$ cat src/rtl/colseq_pkg.sv
package colseq_pkg;

    localparam int SAMPLE_W = 8;
    localparam int COMP_W   = 2;

    typedef enum logic [COMP_W-1:0] {
        COMP_BLUE  = 2'd0,
        COMP_GREEN = 2'd1,
        COMP_RED   = 2'd2
    } comp_e;

    typedef struct packed {
        comp_e               comp;
        logic [SAMPLE_W-1:0] val;
    } csample_t;

    function automatic comp_e comp_next(comp_e c);
        case (c)
            COMP_BLUE:  return COMP_GREEN;
            COMP_GREEN: return COMP_RED;
            default:    return COMP_BLUE;
        endcase
    endfunction

    function automatic logic [SAMPLE_W-1:0] sat_add(logic [SAMPLE_W-1:0] a,
                                                     logic [SAMPLE_W-1:0] b);
        logic [SAMPLE_W:0] s;
        s = {1'b0, a} + {1'b0, b};
        return s[SAMPLE_W] ? {SAMPLE_W{1'b1}} : s[SAMPLE_W-1:0];
    endfunction

endpackage

$ cat src/rtl/colseq_comp_tracker.sv
module colseq_comp_tracker
    import colseq_pkg::*;
(
    input  logic  clk,
    input  logic  rst,
    input  logic  step,
    output comp_e cur
);

    always_ff @(posedge clk) begin
        if (rst)       cur <= COMP_BLUE;
        else if (step) cur <= comp_next(cur);
    end

    AST_COMP_WRAP: assert property (@(posedge clk) disable iff (rst)
        (cur == COMP_RED && step) |=> cur == COMP_BLUE);

    AST_COMP_HOLD: assert property (@(posedge clk) disable iff (rst)
        !step |=> $stable(cur));

    AST_COMP_LEGAL: assert property (@(posedge clk) disable iff (rst)
        cur != comp_e'(2'd3));

endmodule

$ cat src/rtl/colseq_fifo.sv
module colseq_fifo
    import colseq_pkg::*;
#(
    parameter  int DEPTH = 4,
    localparam int CNT_W = $clog2(DEPTH + 1),
    localparam int PTR_W = (DEPTH > 1) ? $clog2(DEPTH) : 1
) (
    input  logic             clk,
    input  logic             rst,
    input  logic             push,
    input  csample_t         push_data,
    input  logic             pop,
    output csample_t         head,
    output logic [CNT_W-1:0] count
);

    localparam logic [PTR_W-1:0] LAST_PTR = PTR_W'(DEPTH - 1);

    csample_t         mem [DEPTH];
    logic [PTR_W-1:0] wr_ptr;
    logic [PTR_W-1:0] rd_ptr;

    function automatic logic [PTR_W-1:0] ptr_inc(logic [PTR_W-1:0] p);
        return (p == LAST_PTR) ? '0 : p + 1'b1;
    endfunction

    always_ff @(posedge clk) begin
        if (push) mem[wr_ptr] <= push_data;
    end

    always_ff @(posedge clk) begin
        if (rst) begin
            wr_ptr <= '0;
            rd_ptr <= '0;
            count  <= '0;
        end else begin
            if (push) wr_ptr <= ptr_inc(wr_ptr);
            if (pop)  rd_ptr <= ptr_inc(rd_ptr);
            case ({push, pop})
                2'b10:   count <= count + 1'b1;
                2'b01:   count <= count - 1'b1;
                default: count <= count;
            endcase
        end
    end

    assign head = mem[rd_ptr];

    AST_NO_OVERFLOW: assert property (@(posedge clk) disable iff (rst)
        !(push && !pop && count == CNT_W'(DEPTH)));

    AST_NO_UNDERFLOW: assert property (@(posedge clk) disable iff (rst)
        !(pop && count == '0));

endmodule

$ cat src/rtl/colseq_egress.sv
module colseq_egress
    import colseq_pkg::*;
#(
    parameter logic [SAMPLE_W-1:0] OFS_BLUE  = 8'h10,
    parameter logic [SAMPLE_W-1:0] OFS_GREEN = 8'h20,
    parameter logic [SAMPLE_W-1:0] OFS_RED   = 8'h30
) (
    input  logic                clk,
    input  logic                rst,
    input  logic                sink_ready,
    input  logic                has_data,
    input  csample_t            head,
    output logic                pop,
    output logic                out_valid,
    output logic [SAMPLE_W-1:0] out_data,
    output logic [COMP_W-1:0]   out_comp
);

    logic                sink_rdy_d;
    logic [SAMPLE_W-1:0] ofs;

    always_ff @(posedge clk) begin
        if (rst) sink_rdy_d <= 1'b0;
        else     sink_rdy_d <= sink_ready;
    end

    always_comb begin
        case (head.comp)
            COMP_BLUE:  ofs = OFS_BLUE;
            COMP_GREEN: ofs = OFS_GREEN;
            default:    ofs = OFS_RED;
        endcase
    end

    assign out_valid = sink_rdy_d && has_data;
    assign pop       = out_valid;
    assign out_data  = out_valid ? sat_add(head.val, ofs) : '0;
    assign out_comp  = out_valid ? head.comp : '0;

    AST_VALID_AFTER_READY: assert property (@(posedge clk) disable iff (rst)
        out_valid |-> $past(sink_ready));

    AST_IDLE_ZERO: assert property (@(posedge clk) disable iff (rst)
        !out_valid |-> (out_data == '0 && out_comp == '0));

endmodule

$ cat src/rtl/colseq_stage.sv
module colseq_stage
    import colseq_pkg::*;
#(
    parameter int                  DEPTH     = 4,
    parameter logic [SAMPLE_W-1:0] OFS_BLUE  = 8'h10,
    parameter logic [SAMPLE_W-1:0] OFS_GREEN = 8'h20,
    parameter logic [SAMPLE_W-1:0] OFS_RED   = 8'h30
) (
    input  logic                clk,
    input  logic                rst,
    input  logic                in_valid,
    input  logic [SAMPLE_W-1:0] in_data,
    output logic                in_ready,
    input  logic                out_ready,
    output logic                out_valid,
    output logic [SAMPLE_W-1:0] out_data,
    output logic [COMP_W-1:0]   out_comp
);

    localparam int CNT_W = $clog2(DEPTH + 1);
    localparam logic [CNT_W:0] FILL_LIMIT = (CNT_W + 1)'(DEPTH - 2);

    logic             in_rdy_d;
    logic             take;
    logic             pop;
    comp_e            comp_cur;
    csample_t         wr_sample;
    csample_t         head;
    logic [CNT_W-1:0] count;
    logic [CNT_W:0]   committed;

    always_ff @(posedge clk) begin
        if (rst) in_rdy_d <= 1'b0;
        else     in_rdy_d <= in_ready;
    end

    assign committed = {1'b0, count} + {{CNT_W{1'b0}}, in_rdy_d};
    assign in_ready  = (committed <= FILL_LIMIT);
    assign take      = in_valid && in_rdy_d;

    assign wr_sample.comp = comp_cur;
    assign wr_sample.val  = in_data;

    colseq_comp_tracker u_track (
        .clk  (clk),
        .rst  (rst),
        .step (take),
        .cur  (comp_cur)
    );

    colseq_fifo #(.DEPTH(DEPTH)) u_buf (
        .clk       (clk),
        .rst       (rst),
        .push      (take),
        .push_data (wr_sample),
        .pop       (pop),
        .head      (head),
        .count     (count)
    );

    colseq_egress #(
        .OFS_BLUE  (OFS_BLUE),
        .OFS_GREEN (OFS_GREEN),
        .OFS_RED   (OFS_RED)
    ) u_out (
        .clk        (clk),
        .rst        (rst),
        .sink_ready (out_ready),
        .has_data   (count != '0),
        .head       (head),
        .pop        (pop),
        .out_valid  (out_valid),
        .out_data   (out_data),
        .out_comp   (out_comp)
    );

    AST_READY_BACKOFF: assert property (@(posedge clk) disable iff (rst)
        (count >= CNT_W'(DEPTH - 1)) |-> !in_ready);

    AST_STALL_NO_OUT: assert property (@(posedge clk) disable iff (rst)
        !$past(out_ready) |-> !out_valid);

endmodule

$ cat config.mk
export PLATFORM = sky130hd
export DESIGN_NAME = colseq_stage
export DESIGN_NICKNAME = d
export VERILOG_FILES = /design/src/rtl/colseq_pkg.sv /design/src/rtl/colseq_comp_tracker.sv /design/src/rtl/colseq_fifo.sv /design/src/rtl/colseq_egress.sv /design/src/rtl/colseq_stage.sv
export SDC_FILE = /design/constraint.sdc
export NUM_CORES = 1
export LEC_CHECK = 0
export BUFFER_PORTS_ARGS = -buffer_cell sky130_fd_sc_hd__buf_4
export CORE_MARGIN = 10
export CORE_UTILIZATION = 50
export DETAILED_ROUTE_END_ITERATION = 10
export PLACE_DENSITY = 0.75
export SLEW_MARGIN = 20
export SYNTH_ARGS = -nofsm -noshare
export SYNTH_HDL_FRONTEND = slang
export SYNTH_HIERARCHICAL = 1
export SYNTH_SLANG_ARGS = --single-unit
export TNS_END_PERCENT = 5
$ cat constraint.sdc
create_clock -name clk -period 3.51 [get_ports clk]
set_input_delay 0.5265 -clock clk [delete_from_list [all_inputs] [get_ports clk]]
set_output_delay 0.5265 -clock clk [all_outputs]
set_load 0.01 [all_outputs]
### After elaboration in Yosys (flattened, before gate mapping)

Memories as Yosys holds them, arrays and structs flattened. A register that Yosys moved wholly into a read port is not among the register bits.
Cells that the tools add are included.

| operators by class | value |
|---|---|
| $add $sub $neg | 6 |
| multiply operators | 0 |
| divide/modulo/power cells | 0 |
| magnitude comparators | 1 |
| eq/ne operators | 6 |
| shift operators | 0 |
| multiplexer cells | 12 |
| bitwise gates (word level) | 0 |
| reductions and logical operators | 6 |

Operator list:

| kind | number |
|---|---|
| 8-bit 2-to-1 mux | 2 |
| 6-bit one-hot mux with 2 select lines | 1 |
| 2-bit 2-to-1 mux | 5 |
| 8-bit by 6-bit adder with 9-bit output | 1 |
| 2-bit by 1-bit equality test with 1-bit output, second input constant | 3 |
| 2-bit equality test, second input constant | 3 |
| 3-bit one-hot mux with 2 select lines | 1 |
| 2-bit by 1-bit adder with 2-bit output, second input constant | 2 |
| 3-bit by 1-bit adder with 4-bit output | 1 |
| 4-bit by 2-bit <= comparator with 1-bit output, second input constant | 1 |
| 2-bit logical NOT | 2 |
| 2-bit one-hot mux with 2 select lines | 1 |
| 3-bit by 1-bit adder with 3-bit output, second input constant | 1 |
| 3-bit nonzero test | 1 |
| 3-bit by 1-bit subtractor with 3-bit output, second input constant | 1 |
| 1-bit logical AND | 2 |
| 1-bit 2-to-1 mux | 2 |
| 2-bit nonzero test | 1 |

| storage, ports and cells | value |
|---|---|
| flip-flop bits (word level) | 11 |
| latch bits | 0 |
| bits in writable memories | 40 |
| bits in read-only memories | 0 |
| bits of input ports | 12 |
| output and inout port bits | 12 |
| logic and storage cells | 38 |
| memories | 1 |

Memory list:

| name | words | bits a word | read ports | clocked after Yosys merged registers in | write ports | line | source |
|---|---|---|---|---|---|---|---|
| u_buf.mem | 4 | 10 | 1 | 1 | 1 | colseq_fifo.sv:19 | `csample_t mem [DEPTH];` |

### Depth between registers and ports, before layout

| logic depth | value |
|---|---|
| word-level depth | 5 |
| gate-level depth with buffers | 9 |
| depth with buffers taken out | 8 |

### By module

Netlist, hierarchy kept.

By module, submodules not included:

| module | instances | cells each | area each (um2) | sequential area each (um2) |
|---|---|---|---|---|
| colseq_fifo | 1 | 94 | 1,869.3 | 1,381.3 |
| colseq_egress | 1 | 35 | 217.7 | 20.0 |
| colseq_stage | 1 | 11 | 97.6 | 20.0 |
| colseq_comp_tracker | 1 | 8 | 78.8 | 40.0 |

### Least setup slack after synthesis

No wires, ideal clock.

| path | value |
|---|---|
| path type | register to output |
| start point | register with a tool-made name |
| end point | output out_data[0] |
| arrival | 2.212 ns |
| required time | 2.984 ns |
| setup slack | 0.772 ns |
| cell stages (with the launch flop) | 9 |
| buffers on the path | 2 |
| path through | dfxtp_1 buf_6 mux4_2 or2_2 fa_1 and3_1 buf_6 nor2_1 nor2_1 |

RTL lines:

| element | line | source |
|---|---|---|
| to (decl) | colseq_stage.sv:16 | `output logic [SAMPLE_W-1:0] out_data,` |

==> flow_summary.json <==
{
  "status": "completed",
  "clock_latency_ps": 300,
  "yosysMostFrequentCell": "edfxtp_1",
  "r2r_slack_ps": 890,
  "finalSetupViolCount": 0,
  "routed_wl_um": 3943,
  "min_period_over_period_pct": 93.57,
  "synth_top_area_share_pct": 53.07,
  "fmax_mhz": 304.5,
  "cts_root_buffer": "clkbuf_8",
  "diodes": 0,
  "postLayoutCellArea_um2": 2556,
  "viasPerCell": 5.474,
  "met3_usage_pct": 3.371,
  "yosys_warnings": 6,
  "io_buffers": 23,
  "synth_area_per_cell_um2": 15.29,
  "grt_usage_pct": 11.08,
  "swShare_pct": 24.54,
  "grt_max_degree": 16,
  "synth-seq-cells": 53,
  "grt_use_met1_pct": 11.90,
  "cts_tree": "yes",
  "synth_edf_count": 40,
  "cts_made_buffers": 5,
  "cts_hold_buf": 0,
  "crit_type": "reg2out",
  "grt_pass1_vias": 1366,
  "setup_tns_ps": 0,
  "gp_congestion": 0.7666,
  "pin_count": 24,
  "synthArstFlopShare_pct": 0,
  "drt_iter0_markers": 81,
  "placed_cell_area_um2": 2474,
  "yosys.area.top_type": "edfxtp_1",
  "synth.area.top_cells": "edfxtp_1, dfxtp_1, mux4_2",
  "nNetsFinal": 199,
  "routedWlPerCell_um": 17.29,
  "fp.dieW_um": 87.28,
  "die_area_um2": 7618,
  "antenna_found_initial": 0,
  "p_total_w": 0.001255,
  "start_kind": "flop",
  "p_switching_w": 0.0003081,
  "p_leak_nw": 0.9505,
  "num_vias": 1248,
  "drc": 0,
  "endpoint_kind": "output port",
  "start_util_pct": 51.63,
  "report.final.slew_viol_count": 0,
  "arrival_ps": 2760,
  "post_cts_buffers": 0,
  "tightest_slew_ps": 582.3,
  "rsz0062_at_grt": "false",
  "synthCells": 148,
  "comb_power_share_pct": 17.0,
  "final_cells": 228,
  "synth_flop_cell": "edfxtp_1",
  "firstDrtPassIters": 4,
  "timing.rr.start": "u_buf/count[2]",
  "cap_violations": 0,
  "reg2reg_to": "u_buf/count[2]",
  "cts_resized": 0,
  "peakVddDrop_mv": 0.2000,
  "hp-class": "in2reg",
  "die_h_um": 87.28,
  "grt_first_pass_wirelength_um": 6610,
  "dpl.hpwl_um": 2912,
  "fin_crit_ps": 3284,
  "cts_max_level": 2,
  "grt.overflow.total": 0,
  "layout-drive-gt1-share_pct": 25.00,
  "p_per_area_nw_per_um2": 491.1,
  "cellInternalPower_w": 0.0009473,
  "clockBufferDepth": 2,
  "placedCellCount": 220,
  "worstPathRequired_ps": 2980,
  "area_growth_pct": 12.94,
  "reg2reg_depth": 8,
  "netlist_area_um2": 2263,
  "clock_sinks": 53,
  "maxSlewHeadroom_pct": 61.18,
  "p_seq_share_pct": 57.9,
  "hold_viol": 0,
  "syn_nets": 172,
  "finClkSkew_ps": 5.561,
  "grt.busiest_layer": "met2",
  "worstPathMaxFanout": 10,
  "grtUsageMet2_pct": 19.91,
  "antenna_left": 0,
  "rows": 24,
  "ys_top_cells_by_count": "edfxtp_1, nor2_1, dfxtp_1, ha_1, mux4_2",
  "pwr-share-clk_pct": 25.1,
  "core_um2": 4384,
  "yosysSeqAreaShare_pct": 64.57,
  "path_clk_slew_ps": 90,
  "post-route-util_pct": 58.30,
  "crit_path_end": "out_data[0]",
  "synth_cell_type_count": 30
}
-- placed cells by master (no fill, tap or decap), types with 4 or more instances in the layout --
master	n
and2_1	6
a21oi_1	7
dfxtp_1	13
ha_1	10
nand2_1	4
nor2_1	22
clkbuf_8	5
edfxtp_1	40
buf_4	24
mux4_2	10
inv_1	5
-- registers in the layout (all words and copies together), names as in the netlist, named ones only --
name / count
u_track/cur: 2
in_rdy_d: 1
u_buf/count: 3
u_buf/mem: 40
u_buf/wr_ptr: 2
u_buf/rd_ptr: 2
u_out/sink_rdy_d: 1
-- critical path, cell delays in order, from the launching register on --
cell      delay (ps)
dfxtp_1          630
mux4_2           410
nand2b_1         170
ha_1             200
fa_1             430
and3_1           280
nor2_1           130
nor2_1            50
buf_4            160
-- worst min-delay path by stage --
stage / startpoint / to / slack [ps] / cells after the start
after CTS: in_data[0] / u_buf/mem[2][0] / 420 / 1
after floorplan: u_buf/count[2] / u_buf/count[2] / 470 / 2
after global placement: u_buf/count[2] / u_buf/count[2] / 490 / 2
after global routing: in_data[7] / u_buf/mem[0][7] / 420 / 1
after detailed placement: u_buf/count[2] / u_buf/count[2] / 530 / 2
final: in_data[0] / u_buf/mem[1][0] / 430 / 1
-- cell families after synthesis --
| family | after synthesis | synth area share [%] |
|---|---|---|
| mux | 13 | 11.28 |
| flops | 53 | 64.57 |
| fa+ha+maj | 12 | 7.297 |
| compound gates | 12 | 3.372 |
| simple gates | 47 | 10.34 |
| buf+inv | 9 | 2.377 |
| xor+xnor | 2 | 0.7740 |
-- routing by layer --
| layer | share of wire, % | wire, um | up-vias |
|---|---|---|---|
| met5 | 0 | 0 | - |
| met3 | 4.3 | 171 | 6 |
| met4 | 1.4 | 56 | 0 |
| met2 | 55 | 2153 | 15 |
| met1 | 40 | 1562 | 630 |
| li1 | - | - | 597 |
-- through the flow --
step | hold slack, ps | setup slack [ps]
2_1_floorplan | 469.3 | 771.7
3_3_place_gp | 492.5 | 569.9
3_5_place_dp | 525.2 | 534.0
4_1_cts | 424.8 | 198.0
5_1_grt | 418.8 | 51.74
6_report | 425.5 | 225.6
-- power groups by stage --
| stage | Clock [W] | Combinational, W | Sequential [W] |
|---|---|---|---|
| 6_report | 0.000315 | 0.000213 | 0.000727 |
| 5_1_grt | 0.000348 | 0.000242 | 0.000733 |
| 4_1_cts | 0.000322 | 0.000217 | 0.000728 |
| 3_5_place_dp | 0 | 0.000216 | 0.000743 |
| 3_3_place_gp | 0 | 0.000204 | 0.000739 |
| 2_1_floorplan | 0 | 0.000154 | 0.000734 |
-- final cells by class --
| class | instances | area (um^2) |
|---|---|---|
| clock buffers | 6 | 72.57 |
| repair buffers | 24 | 180.2 |
| flip-flops and latches | 53 | 1461 |
| multi-input cells | 86 | 748.2 |
| inverters | 5 | 18.77 |
| clock inverters | 2 | 10.01 |
| fillers | 355 | 1828 |
| well taps | 52 | 65.06 |
Power figures use the tool's default switching activity.
